### config.mk
export PLATFORM = sky130hd
export DESIGN_NAME = card_clk_pause
export DESIGN_NICKNAME = d
export VERILOG_FILES = /design/src/rtl/card_clk_pause.sv
export SDC_FILE = /design/constraint.sdc
export NUM_CORES = 1
export LEC_CHECK = 0
export ABC_AREA = 1
export BUFFER_PORTS_ARGS = -buffer_cell sky130_fd_sc_hd__buf_2
export CAP_MARGIN = 25
export CELL_PAD_IN_SITES_DETAIL_PLACEMENT = 1
export CELL_PAD_IN_SITES_GLOBAL_PLACEMENT = 1
export CORE_AREA = 2 2 39 41
export DETAILED_ROUTE_END_ITERATION = 8
export DIE_AREA = 0 0 41 43
export GPL_TIMING_DRIVEN = 1
export PLACE_DENSITY_LB_ADDON = 0.1
export REMOVE_ABC_BUFFERS = 1
export SYNTH_ARGS = -nofsm -noshare
export SYNTH_HDL_FRONTEND = slang
export SYNTH_SLANG_ARGS = --single-unit
### constraint.sdc
create_clock -name clk -period 2.6 [get_ports clk]
set_clock_uncertainty 0.2 [all_clocks]
set_input_delay 0.26 -clock clk [delete_from_list [all_inputs] [get_ports clk]]
set_output_delay 0.26 -clock clk [all_outputs]
set_load 0.01 [all_outputs]
### src/rtl/card_clk_pause.sv
module card_clk_pause #(
  parameter int FIFO_DEPTH = 16,
  parameter int DRAIN_MIN  = 3,
  parameter int LVL_W      = $clog2(FIFO_DEPTH + 1)
) (
  input  logic             clk,
  input  logic             rst_n,
  input  logic             dir_rd,
  input  logic [LVL_W-1:0] rx_level,
  input  logic [LVL_W-1:0] tx_level,
  input  logic             seq_start,
  input  logic             blk_end,
  input  logic             data_en_wr,
  input  logic             rd_conti_wr,
  input  logic             cmd_abort_wr,
  output logic             clk_en,
  output logic             seq_halted,
  output logic             den_err
);

  localparam logic [LVL_W-1:0] RX_NEAR_FULL = LVL_W'(FIFO_DEPTH - 1);
  localparam logic [LVL_W-1:0] RX_RESUME    = LVL_W'(FIFO_DEPTH - DRAIN_MIN);
  localparam logic [LVL_W-1:0] TX_LAST      = LVL_W'(1);

  typedef enum logic [1:0] {ST_IDLE = 2'd0, ST_RUN = 2'd1, ST_HALT = 2'd2} seq_t;

  seq_t st_q, st_n;
  logic clk_en_q, den_err_q;

  wire rx_pause   = dir_rd && (rx_level >= RX_NEAR_FULL);
  wire tx_pause   = !dir_rd && (tx_level <= TX_LAST);
  wire fifo_pause = rx_pause || tx_pause;
  wire tx_one     = !dir_rd && (tx_level == TX_LAST);
  wire rd_go      = dir_rd && rd_conti_wr && data_en_wr && (rx_level <= RX_RESUME);
  wire wr_go      = !dir_rd && data_en_wr && !tx_one;

  always_comb begin
    st_n = st_q;
    if (cmd_abort_wr) st_n = ST_IDLE;
    else begin
      case (st_q)
        ST_IDLE: if (seq_start)      st_n = ST_RUN;
        ST_RUN:  if (blk_end)        st_n = ST_HALT;
        ST_HALT: if (rd_go || wr_go) st_n = ST_RUN;
        default:                     st_n = ST_IDLE;
      endcase
    end
  end

  wire clk_on_n = ((st_n == ST_RUN) || (st_n == ST_HALT && !dir_rd)) && !fifo_pause;

  always_ff @(posedge clk or negedge rst_n) begin
    if (!rst_n) begin
      st_q      <= ST_IDLE;
      clk_en_q  <= 1'b0;
      den_err_q <= 1'b0;
    end else begin
      st_q      <= st_n;
      clk_en_q  <= clk_on_n;
      den_err_q <= data_en_wr && tx_one;
    end
  end

  assign clk_en     = clk_en_q;
  assign seq_halted = (st_q == ST_HALT);
  assign den_err    = den_err_q;

endmodule


# Word-level counts from Yosys, hierarchy flattened
# Index checks and enable logic that the tools add are counted.
dict set report word_totals {
  romBits 0
  ram_bits 0
  n_memories 0
  wordCells 34
  latchBits 0
  regBits 4
}
dict set report classes {
  bitwise 0
  addsub 0
  n_lt_le_gt_ge 3
  n_reduce_logical 18
  eq_ne 5
  div_mod_pow 0
  n_shift 0
  n_mux 5
  n_mul 0
}
# op count
set ops {}
lappend ops {{$logic_and 1x1->1} 11}
lappend ops {{$mux 2} 4}
lappend ops {{$pmux 2 s3} 1}
lappend ops {{$eq 5x1->1 const B} 1}
lappend ops {{$ge 5x4->1 const B} 1}
lappend ops {{$le 5x1->1 const B} 1}
lappend ops {{$le 5x4->1 const B} 1}
lappend ops {{$eq 2x1->1 const B} 2}
lappend ops {{$eq 2x2->1 const B} 2}
lappend ops {{$logic_not 1->1} 3}
lappend ops {{$logic_or 1x1->1} 3}
lappend ops {{$logic_not 2->1} 1}

# Logic depth before layout (Yosys ltp)
dict set report logic_depth {
  ltp_word 12
  mapped_depth 8
  ltp_nobuf 8
}

# Worst setup path before layout
# No wires, ideal clock.
dict set report synth_path {
  kind {register to register}
  from {reg st_q[1]}
  to {reg clk_en_q (netlist: clk_en)}
  synth_period_minus_slack_ns 1.201
  required_ns 2.327
  setup_ns 0.073
  stages_incl_launch_ff 8
  path_buffers 0
  arrival_time_ns 0.928
  setup_slack_ns 1.399
  path_cell_list {dfrtp_1 -> inv_1 -> nand2_1 -> o21ai_0 -> inv_1 -> nand2_1 -> nand2_1 -> a21oi_2}
}
dict set report synth_between {
  elab_chain_len 7
  elab_cells_between_ends 13
  classes_between {4 x eq/ne; 5 x mux; 4 x reduce/logical}
}
# item line
set synth_rtl {}
lappend synth_rtl {{start: declaration} 27} ;# seq_t st_q, st_n;
lappend synth_rtl {{start signal: assignment} 58} ;# st_q <= st_n;
lappend synth_rtl {{$eq 2x2->1, or another cell as far along} 41} ;# case (st_q)
lappend synth_rtl {{$pmux 2 s3 (*)} 41}
lappend synth_rtl {{$mux 2 (*)} 39} ;# if (cmd_abort_wr) st_n = ST_IDLE;
lappend synth_rtl {{$eq 2x2->1} 50} ;# wire clk_on_n = ((st_n == ST_RUN) || (st_n == ST_HALT && !dir_rd)) && !fifo_pause;
lappend synth_rtl {{$logic_and 1x1->1} 50}
lappend synth_rtl {{$logic_or 1x1->1 (*)} 50}
lappend synth_rtl {{$logic_and 1x1->1 (*)} 50}
lappend synth_rtl {{net clk_on_n} 50}
lappend synth_rtl {{end signal: assignment} 59} ;# clk_en_q <= clk_on_n;
lappend synth_rtl {{end: declaration} 28} ;# logic clk_en_q, den_err_q;
# Mark *: on every way through the listed nets, which the timed path passes. The rest lies on a longest branch.

# Worst setup path in the final report
dict set report layout_path {
  from {reg st_q[0]}
  to {out seq_halted}
}
dict set report layout_between {
  elab_chain_len 1
}
# item line
set layout_rtl {}
lappend layout_rtl {{$eq 2x2->1} 65} ;# assign seq_halted = (st_q == ST_HALT);
lappend layout_rtl {{end: declaration} 17} ;# output logic seq_halted,
# Every way passes these cells.

==> reports/results.tsv <==
metric	value	unit
run status	complete, no violations	
aggregate global routing overflow	0	
path category of the worst min-delay check	primary input to flip-flop	
ANT nets after route	0	
Worst Setup Path Type	flip-flop to output port	
DIE AREA	0.00176	mm^2
max-cap violations	0	
average instance area after synthesis	7.28	um^2
leading cell type in the layout, fill and taps excluded	sky130_fd_sc_hd__buf_2	
part of the cycle the worst path needs	54.1	%
Slew HR	87.4	%
share of the core filled with cells in the final layout	31.7	%
critical path launch point type	flip-flop	
proportion of power drawn by the clock network	39.9	%
maximum level of the CTS H-tree	1	
row cnt	14	
Net count, final	83	
net switching power of the design	47.4	uW
largest fanout on the critical path	4	
# resized after CTS	0	
TritonCTS buffer count	3	
DRC viols	0	
nature of the critical path endpoint	output port	
Cell Pwr Density	424	mW/mm^2
Layout Area Growth over Synthesis	58.8	%
Bufs on Longest Clock Path	2	
Vias	328	
count of yosys warnings during synthesis	0	
time the worst path needs with I/O delays and setup	1410	ps
first-iteration detailed-routing DRC count	2	
Tot GR Track Use	10.9	%
Cell Int Power	139	uW
# clock sinks	4	
area of the core region	0.00138	mm^2
Slowest Stage Delay on Critical Path	430	ps
fraction of layout instances using a drive strength above 1	46.0	%
Sw Ratio	25.5	%
sequence of cells on the critical path	nor2_4 -> buf_2	
horizontal extent of the die	41	um
post-layout power	186	uW
#FFs+latches synth	4	
final max-slew violation count	0	
clock-pin slew on the worst setup and hold paths	40	ps
highest clock rate	710	MHz
detail-routed via count per cell	4.15	
Placed Cells incl. Taps	74	
Syn Inst Count	38	
post-synth top area share	36.2	%
standard cell with the maximum stage delay on the critical path	sky130_fd_sc_hd__dfrtp_1	
Worst Path Buf+Inv	1	
detailed-route wire length per cell	9.11	um
post-detailed-routing wire length	720	um
via count of the first global-routing pass	335	
clock tree from TritonCTS	yes	
count of buffers added by post-CTS timing repair for setup	0	
clock insertion delay at the later pin of the skew report	230	ps
Cell variety after synth	13	
starting utilization of the core area	20.0	%
placer's final routability congestion estimate	0.648	
first-pass GRT wire length	1290	um
number of detailed-routing iterations run before antenna repair	2	
count of non-filler cells in the finished layout	79	
slew of the pin with the lowest slew margin	188	ps
proportion of synthesized chip area in sequential cells	36.2	%
share of total power in combinational logic	23.0	%
antenna violations before repair	0	
Chip Height	43	um
VDD IR max	0.101	mV
met3 GRT Util	1.57	%
cell area after synthesis	277	um^2
RSZ-0062 raised after global routing	false	
final-layout setup total negative slack	0	ps
CP required	2140	ps
largest cells by area after synthesis	sky130_fd_sc_hd__dfrtp_1, sky130_fd_sc_hd__nand2_1, sky130_fd_sc_hd__nand3_1, sky130_fd_sc_hd__inv_1, sky130_fd_sc_hd__nand4_2	
met2 demand-to-capacity share in global routing	15.6	%
final-layout fill cell count	184	
maximum number of pins on one net before global-route repair	5	
dominant cell type by area after synthesis	sky130_fd_sc_hd__dfrtp_1	
Buffers on Ports	20	
boundary pin count	21	
leak pwr	0.257	nW
top library cells by usage in the layout, fill and taps aside	sky130_fd_sc_hd__buf_2, sky130_fd_sc_hd__nand2_1, sky130_fd_sc_hd__inv_1	
WP data arrival	950	ps
share of total power in sequential cells	37.1	%
final hold viol count	0	
ANT cells	0	
top cell family by delay on the critical path	flip-flops	
Root Buffer	sky130_fd_sc_hd__clkbuf_4	
setup violation total in the final timing report	0	
global-route track usage on met1	13.1	%
layer carrying the most global-route usage	met2	
-- layout make-up --
type,count,area (um^2),share of cell area (%)
clock buffer,3,22.5,5.13
inverter,7,26.3,5.98
multi-input combinational,27,150,34.2
sequential,4,100,22.8
tap,16,20.0,4.56
timing repair buffer,22,120,27.4
-- per-layer routing --
| layer | part of all wire [%] | up-vias |
|---|---|---|
| li1 | - | 172 |
| met1 | 43 | 145 |
| met2 | 50 | 11 |
| met3 | 6.0 | 0 |
| met4 | 0 | 0 |
| met5 | 0 | - |
-- state kept, by name (all words and copies together), names as in the netlist --
signal / flops
den_err: 1
clk_en: 1
st_q: 2
-- path summary, 6_finish.rpt --
check                      startpoint    endpoint  slack, ps  cells after the start
setup / recovery              st_q[0]  seq_halted       1190                      2
hold / removal                 dir_rd     den_err         30                      2
setup reg to reg              st_q[1]      clk_en       1280                      7
hold reg to reg               st_q[1]     st_q[1]        430                      3
max in group asynchronous       rst_n      clk_en       1920                      2
min in group asynchronous       rst_n     st_q[0]        160                      2
-- power groups by stage --
| stage | Sequential, mW | Combinational (mW) | Clock (mW) |
|---|---|---|---|
| floorplan | 0.0705 | 0.0193 | 0 |
| global placement | 0.0700 | 0.0415 | 0 |
| detailed placement | 0.0700 | 0.0413 | 0 |
| CTS | 0.0693 | 0.0441 | 0.0773 |
| global route | 0.0700 | 0.0495 | 0.0832 |
| finish | 0.0692 | 0.0429 | 0.0743 |
-- cells in the mapped netlist (all sizes together) --
master,number
a21oi,3
nand2,9
nor3b,1
nor2,4
inv,7
dfrtp,4
o21ai,2
nand3,7
nand4,1
-- per-stage QoR --
| stage | worst slack, ps | hold WS (ps) | area (um^2) |
|---|---|---|---|
| final | 1190 | 27.7 | 439 |
| after floorplan | 1400 | -236 | 277 |
| after detailed placement | 1240 | -131 | 397 |
| after CTS | 1180 | 24.0 | 439 |
| after global placement | 1240 | -133 | 397 |
| after global routing | 1120 | 45.1 | 439 |
-- timing repair --
item / CTS / global route
hold buffers: 2 / 0
endpoints found under the setup margin: 0 / 0
hold endpoints to repair: 5 / 0
-- worst register-to-register path, stage by stage, from the launching register on --
cell                      delay, ps
sky130_fd_sc_hd__dfrtp_1        360
sky130_fd_sc_hd__inv_1          130
sky130_fd_sc_hd__nand2_1         70
sky130_fd_sc_hd__o21ai_0        170
sky130_fd_sc_hd__inv_1           60
sky130_fd_sc_hd__nand2_1         70
sky130_fd_sc_hd__nand2_1         70
sky130_fd_sc_hd__a21oi_2        130
-- logic make-up after synthesis --
kind of cell           after synthesis  synth area share [%]
AOI/OAI and AO/OA                    5                  10.4
and+or+nand+nor                     22                  43.9
buffers and inverters                7                  9.50
DFF                                  4                  36.2
Power figures use the tool's default switching activity.
